$ cat src/rtl/spi_crc_guard.sv
module spi_crc_guard #(
  parameter logic [7:0] CMD = 8'hC3
) (
  input  logic        clk,
  input  logic        rst_n,
  input  logic        sclk,
  input  logic        cs_n,
  input  logic        sdi,
  output logic        sdo,
  input  logic [15:0] sdo_word,
  output logic [15:0] rx_word,
  output logic        rx_valid,
  input  logic        rx_crc_rd,
  output logic [7:0]  rx_crc,
  input  logic        err_mask,
  input  logic        err_clr,
  input  logic        drive_in,
  input  logic        safe_lvl,
  output logic        drive_out,
  output logic        crc_err,
  output logic        fault_n
);
  function automatic logic [7:0] crc8(input logic [7:0] c, input logic [7:0] d);
    logic [7:0] r;
    r = c ^ d;
    for (int i = 0; i < 8; i++) r = r[7] ? ((r << 1) ^ 8'h07) : (r << 1);
    return r;
  endfunction

  function automatic logic [7:0] crc16w(input logic [7:0] c, input logic [15:0] w);
    return crc8(crc8(c, w[15:8]), w[7:0]);
  endfunction

  logic [2:0]  sck_s, cs_s;
  logic [1:0]  sdi_s;
  logic [3:0]  cnt;
  logic [14:0] sh_in;
  logic [15:0] sh_out, out_word;
  logic        reload;
  logic [7:0]  sdi_crc, sdo_crc;

  wire sck_rise  = sck_s[1] & ~sck_s[2];
  wire sck_fall  = ~sck_s[1] & sck_s[2];
  wire sel       = ~cs_s[1];
  wire cs_fall   = ~cs_s[1] & cs_s[2];
  wire cs_rise   = cs_s[1] & ~cs_s[2];
  wire [15:0] in_word = {sh_in, sdi_s[1]};
  wire word_done = sel & sck_rise & (cnt == 4'd15);
  wire is_cmd    = in_word[15:8] == CMD;
  wire mismatch  = word_done & is_cmd & (in_word[7:0] != sdi_crc);

  always_ff @(posedge clk or negedge rst_n) begin
    if (!rst_n) begin
      sck_s <= '0;
      cs_s  <= '1;
      sdi_s <= '0;
    end else begin
      sck_s <= {sck_s[1:0], sclk};
      cs_s  <= {cs_s[1:0], cs_n};
      sdi_s <= {sdi_s[0], sdi};
    end
  end

  always_ff @(posedge clk or negedge rst_n) begin
    if (!rst_n) begin
      cnt   <= '0;
      sh_in <= '0;
    end else begin
      if (!sel) cnt <= '0;
      else if (sck_rise) cnt <= cnt + 4'd1;
      if (sel && sck_rise) sh_in <= in_word[14:0];
    end
  end

  always_ff @(posedge clk or negedge rst_n) begin
    if (!rst_n) begin
      sh_out   <= '0;
      out_word <= '0;
      reload   <= 1'b0;
    end else if (cs_fall) begin
      sh_out   <= sdo_word;
      out_word <= sdo_word;
      reload   <= 1'b0;
    end else begin
      if (sel && sck_fall) begin
        if (reload) begin
          sh_out   <= sdo_word;
          out_word <= sdo_word;
          reload   <= 1'b0;
        end else begin
          sh_out <= {sh_out[14:0], 1'b0};
        end
      end
      if (word_done) reload <= 1'b1;
    end
  end

  always_ff @(posedge clk or negedge rst_n) begin
    if (!rst_n) begin
      rx_word  <= '0;
      rx_valid <= 1'b0;
      sdi_crc  <= 8'hFF;
      sdo_crc  <= 8'hFF;
      rx_crc   <= 8'hFF;
      crc_err  <= 1'b0;
    end else begin
      rx_valid <= word_done & ~is_cmd;
      if (word_done && !is_cmd) rx_word <= in_word;
      if (word_done) sdi_crc <= is_cmd ? 8'hFF : crc16w(sdi_crc, in_word);
      if (rx_crc_rd) sdo_crc <= 8'hFF;
      else if (word_done) sdo_crc <= crc16w(sdo_crc, out_word);
      if (cs_rise) rx_crc <= sdo_crc;
      if (mismatch) crc_err <= 1'b1;
      else if (err_clr) crc_err <= 1'b0;
    end
  end

  assign sdo       = sel & sh_out[15];
  assign fault_n   = ~(crc_err & ~err_mask);
  assign drive_out = crc_err ? safe_lvl : drive_in;


  bit_count_idle_chk: assert property (@(posedge clk) disable iff (!rst_n)
    !sel |=> cnt == 4'd0);

  sdi_crc_hold_chk: assert property (@(posedge clk) disable iff (!rst_n)
    !word_done |=> $stable(sdi_crc));

  cmd_restart_chk: assert property (@(posedge clk) disable iff (!rst_n)
    (word_done && is_cmd) |=> sdi_crc == 8'hFF && !rx_valid);

  rx_crc_latch_chk: assert property (@(posedge clk) disable iff (!rst_n)
    cs_rise |=> rx_crc == $past(sdo_crc));

  sdo_crc_restart_chk: assert property (@(posedge clk) disable iff (!rst_n)
    rx_crc_rd |=> sdo_crc == 8'hFF);

  err_sticky_chk: assert property (@(posedge clk) disable iff (!rst_n)
    (crc_err && !err_clr) |=> crc_err);
endmodule

$ cat config.mk
export PLATFORM = sky130hd
export DESIGN_NAME = spi_crc_guard
export DESIGN_NICKNAME = d
export VERILOG_FILES = /design/src/rtl/spi_crc_guard.sv
export SDC_FILE = /design/constraint.sdc
export NUM_CORES = 1
export LEC_CHECK = 0
export BUFFER_PORTS_ARGS = -buffer_cell sky130_fd_sc_hd__buf_2
export CORE_MARGIN = 2
export CORE_UTILIZATION = 30
export DETAILED_ROUTE_END_ITERATION = 7
export PLACE_DENSITY_LB_ADDON = 0.08
export SETUP_SLACK_MARGIN = 0.02
export SYNTH_ARGS = -nofsm -noshare
export SYNTH_HDL_FRONTEND = slang
export SYNTH_SLANG_ARGS = --single-unit
$ cat constraint.sdc
create_clock -name clk -period 2.6 [get_ports clk]
set_input_delay 0 -clock clk [delete_from_list [all_inputs] [get_ports clk]]
set_output_delay 0 -clock clk [all_outputs]
set_load 0.05 [all_outputs]
Word-level counts from Yosys, hierarchy flattened
Cells that the tools add are included.
{"block": "op_classes", "n_mux": 49, "n_reduce_logical": 11, "eq_ne": 3, "bitwise_logic": 54, "addsub": 1}
{"operator": "16-bit 2-to-1 mux", "count": 6}
{"operator": "3-bit 2-to-1 mux", "count": 32}
{"operator": "3-bit NOT", "count": 32}
{"operator": "8-bit XOR", "count": 4}
{"operator": "8-bit 2-to-1 mux", "count": 3}
{"operator": "1-bit AND", "count": 11}
{"operator": "2-bit nonzero test", "count": 5}
{"operator": "8-bit == test, second input constant", "count": 1}
{"operator": "4-bit 2-to-1 mux", "count": 2}
{"operator": "8-bit != test", "count": 1}
{"operator": "1-bit NOT", "count": 7}
{"operator": "1-bit 2-to-1 mux", "count": 6}
{"operator": "4-bit by 1-bit adder with 4-bit output, second input constant", "count": 1}
{"operator": "4-bit == test, second input constant", "count": 1}
{"operator": "1-bit logical AND", "count": 3}
{"operator": "3-bit nonzero test", "count": 1}
{"operator": "2-bit AND reduction", "count": 1}
{"operator": "1-bit zero test", "count": 1}
{"block": "word_totals", "reg_bits": 102, "in_bits": 26, "output_inout_bits": 29}

Longest topological paths before layout
Gate-level depths: netlist of the first run.
{"block": "logic_depth", "ltp_word": 36, "depth_mapped": 7}

Worst setup path before layout of the first run
Ideal clock, no wire load.
{"block": "synth_timing", "path_kind": "register to register", "start": "reg sdi_crc[2]", "end": "reg sdi_crc[2]", "setup_time_ps": 80, "path_buffers": 0, "path_slack_ps": 535, "arrival_time_ps": 1985, "path_stages_with_launch": 6, "cell_sequence": "dfstp_2 xor2_1 xnor3_2 xnor2_4 xnor3_1 o22a_1"}
{"block": "synth_between", "elab_chain_len": 13}
{"item": "start, declared", "line_no": "40", "rtl": "logic [7:0] sdi_crc, sdo_crc;"}
{"item": "start signal, assigned", "line_no": "109", "rtl": "if (word_done) sdi_crc <= is_cmd ? 8'hFF : crc16w(sdi_crc, in_word);"}
{"item": "8-bit XOR (*)", "line_no": "25", "rtl": "r = c ^ d;"}
{"item": "3-bit 2-to-1 mux (*)", "line_no": "26", "rtl": "for (int i = 0; i < 8; i++) r = r[7] ? ((r << 1) ^ 8'h07) : (r << 1);"}
{"item": "3-bit NOT (no source line)"}
{"item": "3-bit 2-to-1 mux (*)", "line_no": "26"}
{"item": "3-bit NOT (no source line)"}
{"item": "3-bit 2-to-1 mux (*)", "line_no": "26"}
{"item": "8-bit XOR (*)", "line_no": "25"}
{"item": "3-bit 2-to-1 mux (*)", "line_no": "26"}
{"item": "3-bit NOT (no source line)"}
{"item": "3-bit 2-to-1 mux (*)", "line_no": "26"}
{"item": "3-bit NOT (no source line)"}
{"item": "3-bit 2-to-1 mux (*)", "line_no": "26"}
{"item": "8-bit 2-to-1 mux (*)", "line_no": "109"}
Every way passes the cells marked *; elsewhere a longest branch is shown, timed or not.
A chain may end at the register's enable or synchronous reset.

Final worst setup path of the first run
Same ends and word-level chain as after synthesis.

==> results of run 1 <==
==> metal layers <==
metal / global-route usage, % / routed length (um)
met5: 0 / 0
met2: 18.5 / 4670
met1: 18.8 / 5420
met4: 4.53 / 133
met3: 3.69 / 436
==> registers in the layout, indices dropped and copies added (netlist names) <==
name and cells:
rx_valid 1, cs_s 3, sdi_crc 8, sdo_crc 8, out_word 16, cnt 4
sh_out 16, reload 1, crc_err 1, sh_in 15, rx_crc 8, rx_word 16
sck_s 3, sdi_s 2
==> synth_stat cells (2+ instances only) <==
library cell / count
sky130_fd_sc_hd__o21ai_1: 2
sky130_fd_sc_hd__o22a_1: 6
sky130_fd_sc_hd__nand3_1: 4
sky130_fd_sc_hd__xnor3_2: 2
sky130_fd_sc_hd__nor2b_1: 5
sky130_fd_sc_hd__dfrtp_1: 75
sky130_fd_sc_hd__inv_1: 19
sky130_fd_sc_hd__xnor2_1: 50
sky130_fd_sc_hd__nand4_1: 4
sky130_fd_sc_hd__a21oi_1: 4
sky130_fd_sc_hd__xnor2_4: 2
sky130_fd_sc_hd__clkbuf_1: 15
sky130_fd_sc_hd__o21ai_0: 3
sky130_fd_sc_hd__xnor3_1: 12
sky130_fd_sc_hd__o211ai_1: 4
sky130_fd_sc_hd__a222oi_1: 15
sky130_fd_sc_hd__or3_1: 3
sky130_fd_sc_hd__mux2_2: 51
sky130_fd_sc_hd__nand2b_1: 2
sky130_fd_sc_hd__nand2_1: 22
sky130_fd_sc_hd__dfstp_2: 27
sky130_fd_sc_hd__nor2_1: 11
sky130_fd_sc_hd__xor2_1: 15
==> power groups by stage <==
stage / combinational [W] / sequential, W / clock [W]
2_1_floorplan: 0.00151 / 0.00188 / 0
3_3_place_gp: 0.00172 / 0.00199 / 0
3_5_place_dp: 0.00173 / 0.00200 / 0
4_1_cts: 0.00176 / 0.00197 / 0.00150
5_1_grt: 0.00189 / 0.00199 / 0.00156
6_report: 0.00173 / 0.00196 / 0.00143
==> worst max-delay path, cell delays in order (launching register included) <==
cell	delay [ns]
sky130_fd_sc_hd__dfstp_2	0.56
sky130_fd_sc_hd__xor2_1	0.30
sky130_fd_sc_hd__xnor3_2	0.54
sky130_fd_sc_hd__xnor2_4	0.21
sky130_fd_sc_hd__xnor3_1	0.33
sky130_fd_sc_hd__o22a_1	0.16
==> through the flow <==
stage                     area (um2)  worst slack [ns]  hold slack [ns]  power (W)
final                           6020             0.427            0.150    0.00512
after CTS                       6020             0.415            0.160    0.00523
after global placement          5490             0.491         -0.00506    0.00372
after floorplan                 4920             0.535           -0.296    0.00339
after global routing            6020             0.315            0.189    0.00544
after detailed placement        5490             0.424         0.000772    0.00373
==> logic make-up (layout without fill, tap and decap cells) <==
family                     after synthesis  in the layout  share of synthesized area (%)
AOI/OAI and AO/OA                       38             38                           6.31
adders and majority gates                1              1                          0.254
buffers and inverters                   35            118                           2.67
xor gates and xnor gates                85             85                           20.8
and+or+nand+nor                         56             56                           5.52
muxes                                   52             52                           11.9
DFF                                    102            102                           52.6
==> final cells by class <==
type,instances,area [um2],area share [%]
clock buffers,12,236,3.93
flip-flops and latches,102,2590,43.0
clock inverters,4,72.6,1.21
multi-input cells,232,2210,36.7
well taps,216,270,4.49
repair buffers,83,571,9.48
inverters,19,71.3,1.18
==> path summary, 6_finish.rpt <==
kind                               to  depth (start not counted)  startpoint  slack (ns)
setup / recovery           sdi_crc[2]                          5  sdi_crc[2]        0.43
hold reg to reg              sck_s[1]                          0    sck_s[0]        0.35
max in group asynchronous  sdi_crc[2]                          3       rst_n        1.67
setup reg to reg           sdi_crc[2]                          5  sdi_crc[2]        0.43
min in group clk             sck_s[0]                          2        sclk        0.29
hold / removal              sh_out[9]                          2       rst_n        0.15
==> implementation parameters, run 1 <==
Parameter                              Value

Setup path
  Arr. time, crit path    2.46 ns
  Critical path start-end classification    flip-flop to flip-flop
  Maximum fanout along the worst path    3
  Type of destination of the critical path    flip-flop
  WP data required    2.88 ns
  Category of the worst setup path launch point    flip-flop

Cells and area
  Antenna diode count    0
  Core utilization of the finished layout    37.8%
  Commonest cells after routing, fill and taps aside    sky130_fd_sc_hd__dfrtp_1 (75), sky130_fd_sc_hd__buf_2 (53), sky130_fd_sc_hd__mux2_2 (51)
  Non-filler cells in the finished layout    668
  Final net count    474
  # fillers    1552
  Most common cell after layout, fill and taps aside    sky130_fd_sc_hd__dfrtp_1
  Share of cells above drive strength 1    35.8%
  Signed area change from the synthesized netlist to the final layout    22.3%

Place
  Port buffer count    54
  HPWL after detailed placement    7280 um
  Placed instance count    630
  Final estimated routing congestion in global placement    0.775

Routing
  Via Count    3001
  Detail Route Antenna Nets    0
  Routed WL per cell    16.0 um
  Initial drt markers    153
  Detailed-routing iteration count for the pre-antenna-repair pass    7
  # DRC    0
  Avg Vias per Cell    4.49
  Total Wirelength    10700 um

STA
  Setup Viol. Count Final    0
  Relative slew margins    58.4%
  Unrepaired setup endpoints after global routing    false
  Final worst-path cycle share    83.6%
  Final Skew    0.00894 ns
  Final critical path time including I/O delays and setup    2.17 ns
  Least-Margin Pin Slew    0.624 ns
  Final total negative setup slack    0 ns
  Final number of max-transition violations    0
  Max Clock Freq    0.460 GHz
  Number of hold violations in the final report    0

Die
  Vert. Die Dim    132 um
  DIE WIDTH    132 um
  Initial core utilization    30.9%
  Standard-cell row count    46
  I/O pin total    55
  Floorplan core area    15900 um2
  Overall die area    17400 um2

CTS
  Htree depth    3
  CTS buffer count    9
  Buffer depth of the longest clock path    2
  Hold Buf Count CTS    22
  Clock input transition at the sequential cells of the worst setup and hold paths    0.07 ns
  Post-CTS sizing    0
  Clk_lat worst skew    0.36 ns
  CTS tree    done
  CTS Sinks    102
  Post-CTS Setup Inserts    0
  Buffer cell driving the clock tree root    sky130_fd_sc_hd__clkbuf_16

Global routing
  Wire length of the first global-routing pass    17400 um
  Global route total overflow    0
  Number of global-route vias before repair    3072
  Aggregate global-route resource usage    13.0%
  Largest net degree at the start of global routing    68
  Number of antenna violations at the first check in global routing    0

Hold path
  Worst hold path class    input pin to asynchronous set/reset pin

Power and ir drop
  Power per cell area    851 nW/um2
  Internal power component    0.00366 W
  Net switching power    0.00147 W
  Peak ir drop on the vdd network    318 uV
  Switching part of the total    28.6%
  Share of power burned in registers    38.2%
  Combinational power share    33.8%
  Power share of the clock group    28.0%
  Leakage power    2.79 nW

Job
  Max-cap violation count    0

Yosys
  Most instantiated flip-flop cell in the synthesis netlist    sky130_fd_sc_hd__dfrtp_1
  Flip-flop and latch count after synthesis    102
  Post-synthesis sequential area ratio    52.6%
  Largest cells by area after synthesis    sky130_fd_sc_hd__dfrtp_1 (38%), sky130_fd_sc_hd__dfstp_2 (14%), sky130_fd_sc_hd__mux2_2 (12%)
  Synth area leader    sky130_fd_sc_hd__dfrtp_1
  Gate Count Post-Synth    369
  Total nets after synthesis    396
  Count of synthesis-stage warnings from yosys    0
  EDFF count, synth    0
  Synth Cell Area    4920 um2
  Post-Syn Area per Cell    13.3 um2
  Fraction of synthesis flops using an asynchronous set or reset pin    100%
  Area share of the largest cell type after synthesis    38.1%
  Count of cell types in the netlist    39

Run status
  Status    complete, no violations
No activity file was read; power rests on OpenSTA's default activity.
==> run 2, diff against run 1 <==
Settings changed: ABC_AREA from default to 1.
Clock period 2.6 ns to 1.8 ns, I/O delays scaled along.
==> implementation parameters, run 2 <==
Parameter                              Value

Setup path
  Maximum fanout along the worst path    4
  Number of cell instances on the worst register-to-register path    16
  Type of destination of the critical path    flip-flop
  Arr. time, crit path    2.22 ns
  Category of the worst setup path launch point    flip-flop
  WP data required    2.10 ns
  Critical path start-end classification    flip-flop to flip-flop

CTS
  Clk_lat worst skew    0.36 ns
  Buffer cell driving the clock tree root    sky130_fd_sc_hd__clkbuf_16
  Buffer depth of the longest clock path    2
  CTS buffer count    9
  Clock input transition at the sequential cells of the worst setup and hold paths    0.07 ns
  CTS Sinks    102
  CTS tree    done
  Htree depth    3

Yosys
  Count of synthesis-stage warnings from yosys    0
  Flip-flop and latch count after synthesis    102
  Area share of the largest cell type after synthesis    35.3%
  Most instantiated flip-flop cell in the synthesis netlist    sky130_fd_sc_hd__dfrtp_1
  Post-synthesis sequential area ratio    48.6%
  EDFF count, synth    0
  Count of cell types in the netlist    39
  Largest cells by area after synthesis    sky130_fd_sc_hd__dfrtp_1 (35%), sky130_fd_sc_hd__nand2_1 (20%), sky130_fd_sc_hd__dfstp_2 (13%)
  Synth area leader    sky130_fd_sc_hd__dfrtp_1
  Fraction of synthesis flops using an asynchronous set or reset pin    100%
  Total nets after synthesis    704
  Commonest cells in the netlist    sky130_fd_sc_hd__nand2_1 (284), sky130_fd_sc_hd__dfrtp_1 (75), sky130_fd_sc_hd__inv_1 (51)
  Gate Count Post-Synth    677
  Synth Cell Area    5320 um2
  Post-Syn Area per Cell    7.86 um2
  Most frequent cell after synthesis    sky130_fd_sc_hd__nand2_1

Cells and area
  Core utilization of the finished layout    45.3%
  Commonest cells after routing, fill and taps aside    sky130_fd_sc_hd__nand2_1 (198), sky130_fd_sc_hd__dfrtp_1 (72), sky130_fd_sc_hd__buf_4 (69)
  Top flop regs    out_word: 16 flops, rx_word: 16 flops, sh_out: 16 flops
  Share of cells above drive strength 1    42.6%
  Signed area change from the synthesized netlist to the final layout    47.2%
  Final net count    858
  Antenna diode count    0
  Most common cell after layout, fill and taps aside    sky130_fd_sc_hd__nand2_1
  # fillers    1698

Global routing
  Largest net degree at the start of global routing    36
  Wire length of the first global-routing pass    23400 um
  Global route total overflow    0
  Number of global-route vias before repair    4641
  Number of antenna violations at the first check in global routing    0
  Aggregate global-route resource usage    16.3%

STA
  Final critical path time including I/O delays and setup    1.93 ns
  Final number of max-transition violations    0
  Final worst-path cycle share    107%
  Final Skew    0.0139 ns
  Unrepaired setup endpoints after global routing    true
  Max Clock Freq    0.519 GHz
  Relative slew margins    67.5%
  Number of hold violations in the final report    0
  Fin Hold WS    0.146 ns
  Setup Viol. Count Final    10
  Final total negative setup slack    -0.652 ns
  Setup slack of the critical path after layout    -0.127 ns
  Least-Margin Pin Slew    0.488 ns

Routing
  Detail Route Antenna Nets    0
  Via Count    4813
  Initial drt markers    143
  Total Wirelength    15200 um
  Avg Vias per Cell    4.54
  Routed WL per cell    14.3 um
  Detailed-routing iteration count for the pre-antenna-repair pass    7
  # DRC    0

Place
  Port buffer count    54
  Final estimated routing congestion in global placement    0.822
  Worst setup slack before clock tree synthesis    -0.269 ns
  HPWL after detailed placement    10700 um

Die
  Initial core utilization    30.8%
  Floorplan core area    17300 um2
  DIE WIDTH    137 um
  Overall die area    18800 um2
  Vert. Die Dim    137 um
  Standard-cell row count    48
  I/O pin total    55

Run status
  Status    complete, but fails checks
  Failing checks    setup timing

Power and ir drop
  Power per cell area    1020 nW/um2
  Leakage power    3.82 nW
  Peak ir drop on the vdd network    578 uV

Hold path
  Worst hold path class    input pin to asynchronous set/reset pin

Job
  Max-cap violation count    0
run 2: cell types whose count changed in the layout (fill, tap and decap cells not counted), moves of 25 or more:
cell / previous run / this run
sky130_fd_sc_hd__mux2_2: 51 / 4
sky130_fd_sc_hd__nand3_1: 4 / 29
sky130_fd_sc_hd__xnor2_1: 50 / 11
sky130_fd_sc_hd__nand2_2: 0 / 52
sky130_fd_sc_hd__inv_1: 19 / 44
sky130_fd_sc_hd__nand2_1: 22 / 198
sky130_fd_sc_hd__nand2_4: 0 / 35
sky130_fd_sc_hd__inv_2: 0 / 29
sky130_fd_sc_hd__buf_4: 6 / 69
sky130_fd_sc_hd__o21ai_1: 2 / 32
run 2: final cells by class:
class	instances	area [um2]	share of cell area (%)
Inverter	77	299	3.82
Clock buffer	11	233	2.97
Tap cell	225	282	3.60
Clock inverter	5	60.1	0.767
Sequential cell	102	2590	33.1
Multi-Input combinational cell	483	3130	40.0
Timing Repair Buffer	158	1230	15.7
run 2: cells by family after synthesis:
kind of cell               synth area share (%)
muxes                                     0.847
DFF                                        48.6
buffers and inverters                      6.68
adders and majority gates                 0.235
xor gates and xnor gates                   9.10
and+or+nand+nor                            27.6
AOI/OAI and AO/OA                          6.96
run 2: final timing paths:
path / start / to / slack, ns
setup reg to reg: out_word[8] / sdo_crc[2] / -0.13
min in group clk: sdi / sdi_s[0] / 0.28
hold / removal: rst_n / rx_word[14] / 0.15
max in group asynchronous: rst_n / cs_s[1] / 0.93
setup / recovery: out_word[8] / sdo_crc[2] / -0.13
hold reg to reg: sdi_s[0] / sdi_s[1] / 0.36
run 2: per-layer routing:
layer | share of wire, % | wire length (um) | track usage, %
met1 | 50 | 7540 | 23.4
met5 | 0 | 0 | 0
met2 | 45 | 6810 | 24.4
met3 | 3.8 | 582 | 2.70
met4 | 1.6 | 236 | 6.53
run 2: what timing repair did:
| action | 4_1_cts | 5_1_grt |
|---|---|---|
| gates cloned | 0 | 3 |
| hold buffers | 22 | 0 |
| resized for setup | 74 | 122 |
| endpoints found under the setup margin | 15 | 33 |
| hold endpoints to repair | 73 | 0 |
| setup buffers | 12 | 8 |
| pin swaps | 25 | 51 |
run 2: report_power, final:
part / switching, W / internal (W)
registers: 0.000176 / 0.00249
logic: 0.00181 / 0.00151
clock network: 0.000889 / 0.00109
total: 0.00287 / 0.00508
run 2: through the flow:
stage	cells	total power [W]	cell area [um2]
after floorplan	677	0.00428	5320
after global placement	1004	0.00508	6320
after detailed placement	1004	0.00510	6320
after CTS	1054	0.00743	7210
after global routing	1061	0.00849	7830
final	1061	0.00796	7830
run 2: worst max-delay path, cell delays in order, from the launching register on:
cell	delay [ns]
sky130_fd_sc_hd__dfrtp_1	0.44
sky130_fd_sc_hd__xnor2_1	0.40
sky130_fd_sc_hd__nand2_4	0.12
sky130_fd_sc_hd__nand2_4	0.09
sky130_fd_sc_hd__nand2_4	0.06
sky130_fd_sc_hd__nand2_4	0.08
sky130_fd_sc_hd__buf_6	0.10
sky130_fd_sc_hd__nand2_1	0.06
sky130_fd_sc_hd__nand3_2	0.07
sky130_fd_sc_hd__nand2_2	0.06
sky130_fd_sc_hd__inv_1	0.05
sky130_fd_sc_hd__nand2_1	0.06
sky130_fd_sc_hd__nand2_1	0.06
sky130_fd_sc_hd__nand2_1	0.04
sky130_fd_sc_hd__nand2_1	0.06
sky130_fd_sc_hd__nand2_1	0.05
sky130_fd_sc_hd__nand2_1	0.06
